`src/rtl/las_pkg.sv`:
```
package las_pkg;

    localparam int LAS_DEF_WIDTH = 4;

    typedef enum logic {
        LAS_ADD = 1'b0,
        LAS_SUB = 1'b1
    } las_mode_e;

endpackage

```
`src/rtl/las_operand_cond.sv`:
```
module las_operand_cond
    import las_pkg::*;
#(
    parameter int WIDTH = LAS_DEF_WIDTH
) (
    input  logic [WIDTH-1:0] raw_b,
    input  logic             mode_bit,
    output logic [WIDTH-1:0] eff_b,
    output logic             carry_in
);

    las_mode_e mode;

    assign mode = las_mode_e'(mode_bit);

    always_comb begin
        unique case (mode)
            LAS_ADD: begin
                eff_b    = raw_b;
                carry_in = 1'b0;
            end
            LAS_SUB: begin
                eff_b    = ~raw_b;
                carry_in = 1'b1;
            end
            default: begin
                eff_b    = raw_b;
                carry_in = 1'b0;
            end
        endcase
    end

endmodule

```
`src/rtl/las_gp_gen.sv`:
```
module las_gp_gen #(
    parameter int WIDTH = 4
) (
    input  logic [WIDTH-1:0] op_x,
    input  logic [WIDTH-1:0] op_y,
    output logic [WIDTH-1:0] gen,
    output logic [WIDTH-1:0] prop,
    output logic [WIDTH-1:0] half_sum
);

    for (genvar bi = 0; bi < WIDTH; bi++) begin : g_bit
        assign gen[bi]      = op_x[bi] & op_y[bi];
        assign prop[bi]     = op_x[bi] | op_y[bi];
        assign half_sum[bi] = op_x[bi] ^ op_y[bi];
    end

endmodule

```
`src/rtl/las_carry_net.sv`:
```
module las_carry_net #(
    parameter int WIDTH = 4
) (
    input  logic [WIDTH-1:0] gen,
    input  logic [WIDTH-1:0] prop,
    input  logic             cin,
    output logic [WIDTH:0]   carries
);

    assign carries[0] = cin;

    // Each carry is a flat OR of products; every product is anchored on
    // either one generate bit or the carry-in, never on a lower carry.
    for (genvar ci = 0; ci < WIDTH; ci++) begin : g_carry
        logic sop;

        always_comb begin
            logic prod;
            sop = 1'b0;
            for (int j = 0; j <= ci; j++) begin
                prod = gen[j];
                for (int k = j + 1; k <= ci; k++) begin
                    prod = prod & prop[k];
                end
                sop = sop | prod;
            end
            prod = cin;
            for (int k = 0; k <= ci; k++) begin
                prod = prod & prop[k];
            end
            sop = sop | prod;
        end

        assign carries[ci+1] = sop;
    end

endmodule

```
`src/rtl/las_sum_ovf.sv`:
```
module las_sum_ovf #(
    parameter int WIDTH = 4
) (
    input  logic [WIDTH-1:0] half_sum,
    input  logic [WIDTH:0]   carries,
    output logic [WIDTH-1:0] sum,
    output logic             cout,
    output logic             ovf
);

    for (genvar si = 0; si < WIDTH; si++) begin : g_sum
        assign sum[si] = half_sum[si] ^ carries[si];
    end

    assign cout = carries[WIDTH];
    assign ovf  = carries[WIDTH] ^ carries[WIDTH-1];

endmodule

```
`src/rtl/lookahead_addsub.sv`:
```
module lookahead_addsub
    import las_pkg::*;
#(
    parameter int WIDTH = LAS_DEF_WIDTH
) (
    input  logic [WIDTH-1:0] opnd_a,
    input  logic [WIDTH-1:0] opnd_b,
    input  logic             sub_mode,
    output logic [WIDTH-1:0] result,
    output logic             carry_out,
    output logic             ovf_flag
);

    logic [WIDTH-1:0] eff_b;
    logic             cin;
    logic [WIDTH-1:0] gen;
    logic [WIDTH-1:0] prop;
    logic [WIDTH-1:0] half_sum;
    logic [WIDTH:0]   carries;

    las_operand_cond #(.WIDTH(WIDTH)) u_cond (
        .raw_b    (opnd_b),
        .mode_bit (sub_mode),
        .eff_b    (eff_b),
        .carry_in (cin)
    );

    las_gp_gen #(.WIDTH(WIDTH)) u_gp (
        .op_x     (opnd_a),
        .op_y     (eff_b),
        .gen      (gen),
        .prop     (prop),
        .half_sum (half_sum)
    );

    las_carry_net #(.WIDTH(WIDTH)) u_carry (
        .gen     (gen),
        .prop    (prop),
        .cin     (cin),
        .carries (carries)
    );

    las_sum_ovf #(.WIDTH(WIDTH)) u_sum (
        .half_sum (half_sum),
        .carries  (carries),
        .sum      (result),
        .cout     (carry_out),
        .ovf      (ovf_flag)
    );

endmodule

```
`config.mk`:
```
export PLATFORM = sky130hd
export DESIGN_NAME = lookahead_addsub
export DESIGN_NICKNAME = d
export VERILOG_FILES = /design/src/rtl/las_pkg.sv /design/src/rtl/las_operand_cond.sv /design/src/rtl/las_gp_gen.sv /design/src/rtl/las_carry_net.sv /design/src/rtl/las_sum_ovf.sv /design/src/rtl/lookahead_addsub.sv
export SDC_FILE = /design/constraint.sdc
export NUM_CORES = 1
export LEC_CHECK = 0
export ABC_AREA = 0
export CAP_MARGIN = 15
export CORE_AREA = 2 2 39 41
export DETAILED_ROUTE_END_ITERATION = 12
export DIE_AREA = 0 0 41 43
export PLACE_DENSITY_LB_ADDON = 0.25
export SETUP_SLACK_MARGIN = 0.2
export SYNTH_ARGS = -nofsm -noshare
export SYNTH_HDL_FRONTEND = slang
export SYNTH_SLANG_ARGS = --single-unit
```
`constraint.sdc`:
```
create_clock -name vclk -period 3.7
set_input_delay 1.11 -clock vclk [all_inputs]
set_output_delay 1.11 -clock vclk [all_outputs]
set_load 0.02 [all_outputs]
```
==> flow_summary.yaml <==
status:
  status: "finished, final reports clean"
synth:
  synth_xor_area_share_pct: 17.9
  synth-adder-area-share_pct: 29.3
  synthDistinctLibCells: 20
  avgSynthCellArea_um2: 7.76
  netlist_area_um2: 342
  synthSimpleGateAreaFrac_pct: 16.1
  synth_mux_area_share_pct: 2.93
  synth_compound_area_share_pct: 20.5
  synth_nets: 61
  yosysSeqAreaShare_pct: 0
  synth_top_family_by_area: "adder cells"
  syn-instance-count: 44
  yosys_warnings: 0
die:
  dieArea_um2: 1760
  io_pins: 15
  coreArea_um2: 1380
  die_w_um: 41
  row_count: 14
  fp.dieH_um: 43
  initial_core_util_pct: 24.7
clock_tree:
  hold_buffers: 0
routing:
  vias: 384
  first_iter_violations: 2
  wire_per_inst_um: 11.0
  vias_per_cell: 4.47
  wl_um: 948
  dr.pass1.iters: 3
  ant_nets: 0
  drc: 0
timing:
  rsz0062_at_grt: "yes"
  tightest_slew_ps: 253
  setup_viol: 0
  timing.final.ws_setup_ps: 164
  slew_violations: 0
  min_period_ps: 3540
  timing.hold.ws_ps: 2800
  finalCritPeriodShare_pct: 95.6
  clock.fmax_mhz: 283
  relSlewSlack_pct: 83.0
  hold_viol: 0
final_layout:
  seq_area_um2: 0
  clkbuf_count: 0
  layout-drive-gt1-share_pct: 67.1
  area_delta_synth_final_pct: 118
  antenna_cells: 0
  final_common_cell: "buf_4"
  post-route-util_pct: 53.8
  final_cell_mix: "buf_4 (12), inv_1 (5), ha_2 (5), dlygate4sd2_1 (5), inv_2 (4)"
  seq_cell_count: 0
  multi_input_area_um2: 453
  layout.nets: 89
  fillers: 136
grt:
  grt_max_degree: 6
  grt_pass1_wl_mm: 1.10
  grt_pass1_vias: 320
  antenna_found_initial: 0
  track_usage_pct: 8.31
  grt.overflow.total: 0
pwr:
  p_per_area_nw_per_um2: 197
  ir_drop_uv: 84.3
  finalPower_w: 0.000147
  p_leak_nw: 0.344
placement:
  io_buffers: 15
  hpwl_um: 573
  gp_congestion: 0.711
  post-place-ws_ps: -783
setup_path:
  startpoint_type: "input port"
  crit_path_top_delay_cell: "a211oi_4"
  path_cells: "buf_12 > xor2_2 > inv_1 > ha_2 > nand2b_4 > a211oi_4 > buf_4 > o311ai_4 > buf_6"
  worstPathMaxFanout: 4
  worstSetupPathType: "input port to output pin"
  worstPathRequired_ps: 2590
  worst_setup_path_end_kind: "output pin"
  worstPathArrival_ps: 2430
  slowest_delay_ps: 250
worst_hold_path:
  hp-class: "input port to output pin"
flow_run:
  cap_violations: 0
logic make-up after synthesis:
kind of cell | Yosys count
buf+inv | 10
compound gates | 9
simple gates | 9
fa+ha+maj | 8
xor+xnor | 7
mux | 1
synth_stat cells (all sizes together):
library cell | number | area [um^2]
nand2b | 1 | 8.76
mux2i | 1 | 10.0
o211a | 1 | 10.0
nor2b | 2 | 12.5
o311ai | 1 | 8.76
a211oi | 1 | 12.5
o31a | 1 | 8.76
o21ai | 2 | 10.0
buf | 1 | 11.3
and2b | 2 | 16.3
nand2 | 1 | 3.75
inv | 9 | 33.8
xnor2 | 2 | 17.5
or2 | 1 | 6.26
ha | 8 | 100
nor2 | 2 | 7.51
a21oi | 1 | 5.00
xor2 | 5 | 43.8
o211ai | 2 | 15.0
metal layers:
| layer | vias to the layer above | wire length [um] | global-route usage [%] |
|---|---|---|---|
| met5 | - | 0 | 0 |
| met4 | 0 | 0 | 0 |
| met3 | 0 | 36 | 0 |
| met2 | 10 | 578 | 17.5 |
| met1 | 177 | 332 | 8.60 |
| li1 | 197 | - | - |
repair_timing:
item                                    4_1_cts  5_1_grt
buffers inserted                              4        2
hold endpoints to repair                      0        0
pin swaps                                    11        9
resized for setup                            66       18
endpoints found under the setup margin        6        4
cloned                                        0        0
final cells by class:
type               instances  share of cell area, %
repair buffers            27                   31.9
multi-input cells         34                   60.8
inverters                  9                   4.54
well taps                 16                   2.69
worst max-delay path, delay by kind of cell:
| family | cells | cell delay (ps) |
|---|---|---|
| buffers and inverters | 4 | 490 |
| AOI/OAI and AO/OA | 2 | 330 |
| adders and majority gates | 1 | 180 |
| xor gates and xnor gates | 1 | 160 |
| and+or+nand+nor | 1 | 150 |
stage by stage:
step           area [um^2]  setup TNS (ps)  cells
6_report               744               0     86
5_1_grt                744               0     86
4_1_cts                654               0     84
3_5_place_dp           553           -3760     80
3_3_place_gp           553           -3810     80
2_1_floorplan          349               0     44
final timing paths:
kind	from	endpoint	slack (ps)	cells past startpoint
max	sub_mode	ovf_flag	160	9
min	opnd_b[2]	result[2]	2800	6
power by group:
part,internal [W],switching (W)
Clock,0,0
Combinational,0.0000764,0.0000703
Sequential,0,0
Total,0.0000764,0.0000703
Note: power is estimated with default switching activity, not from simulation.
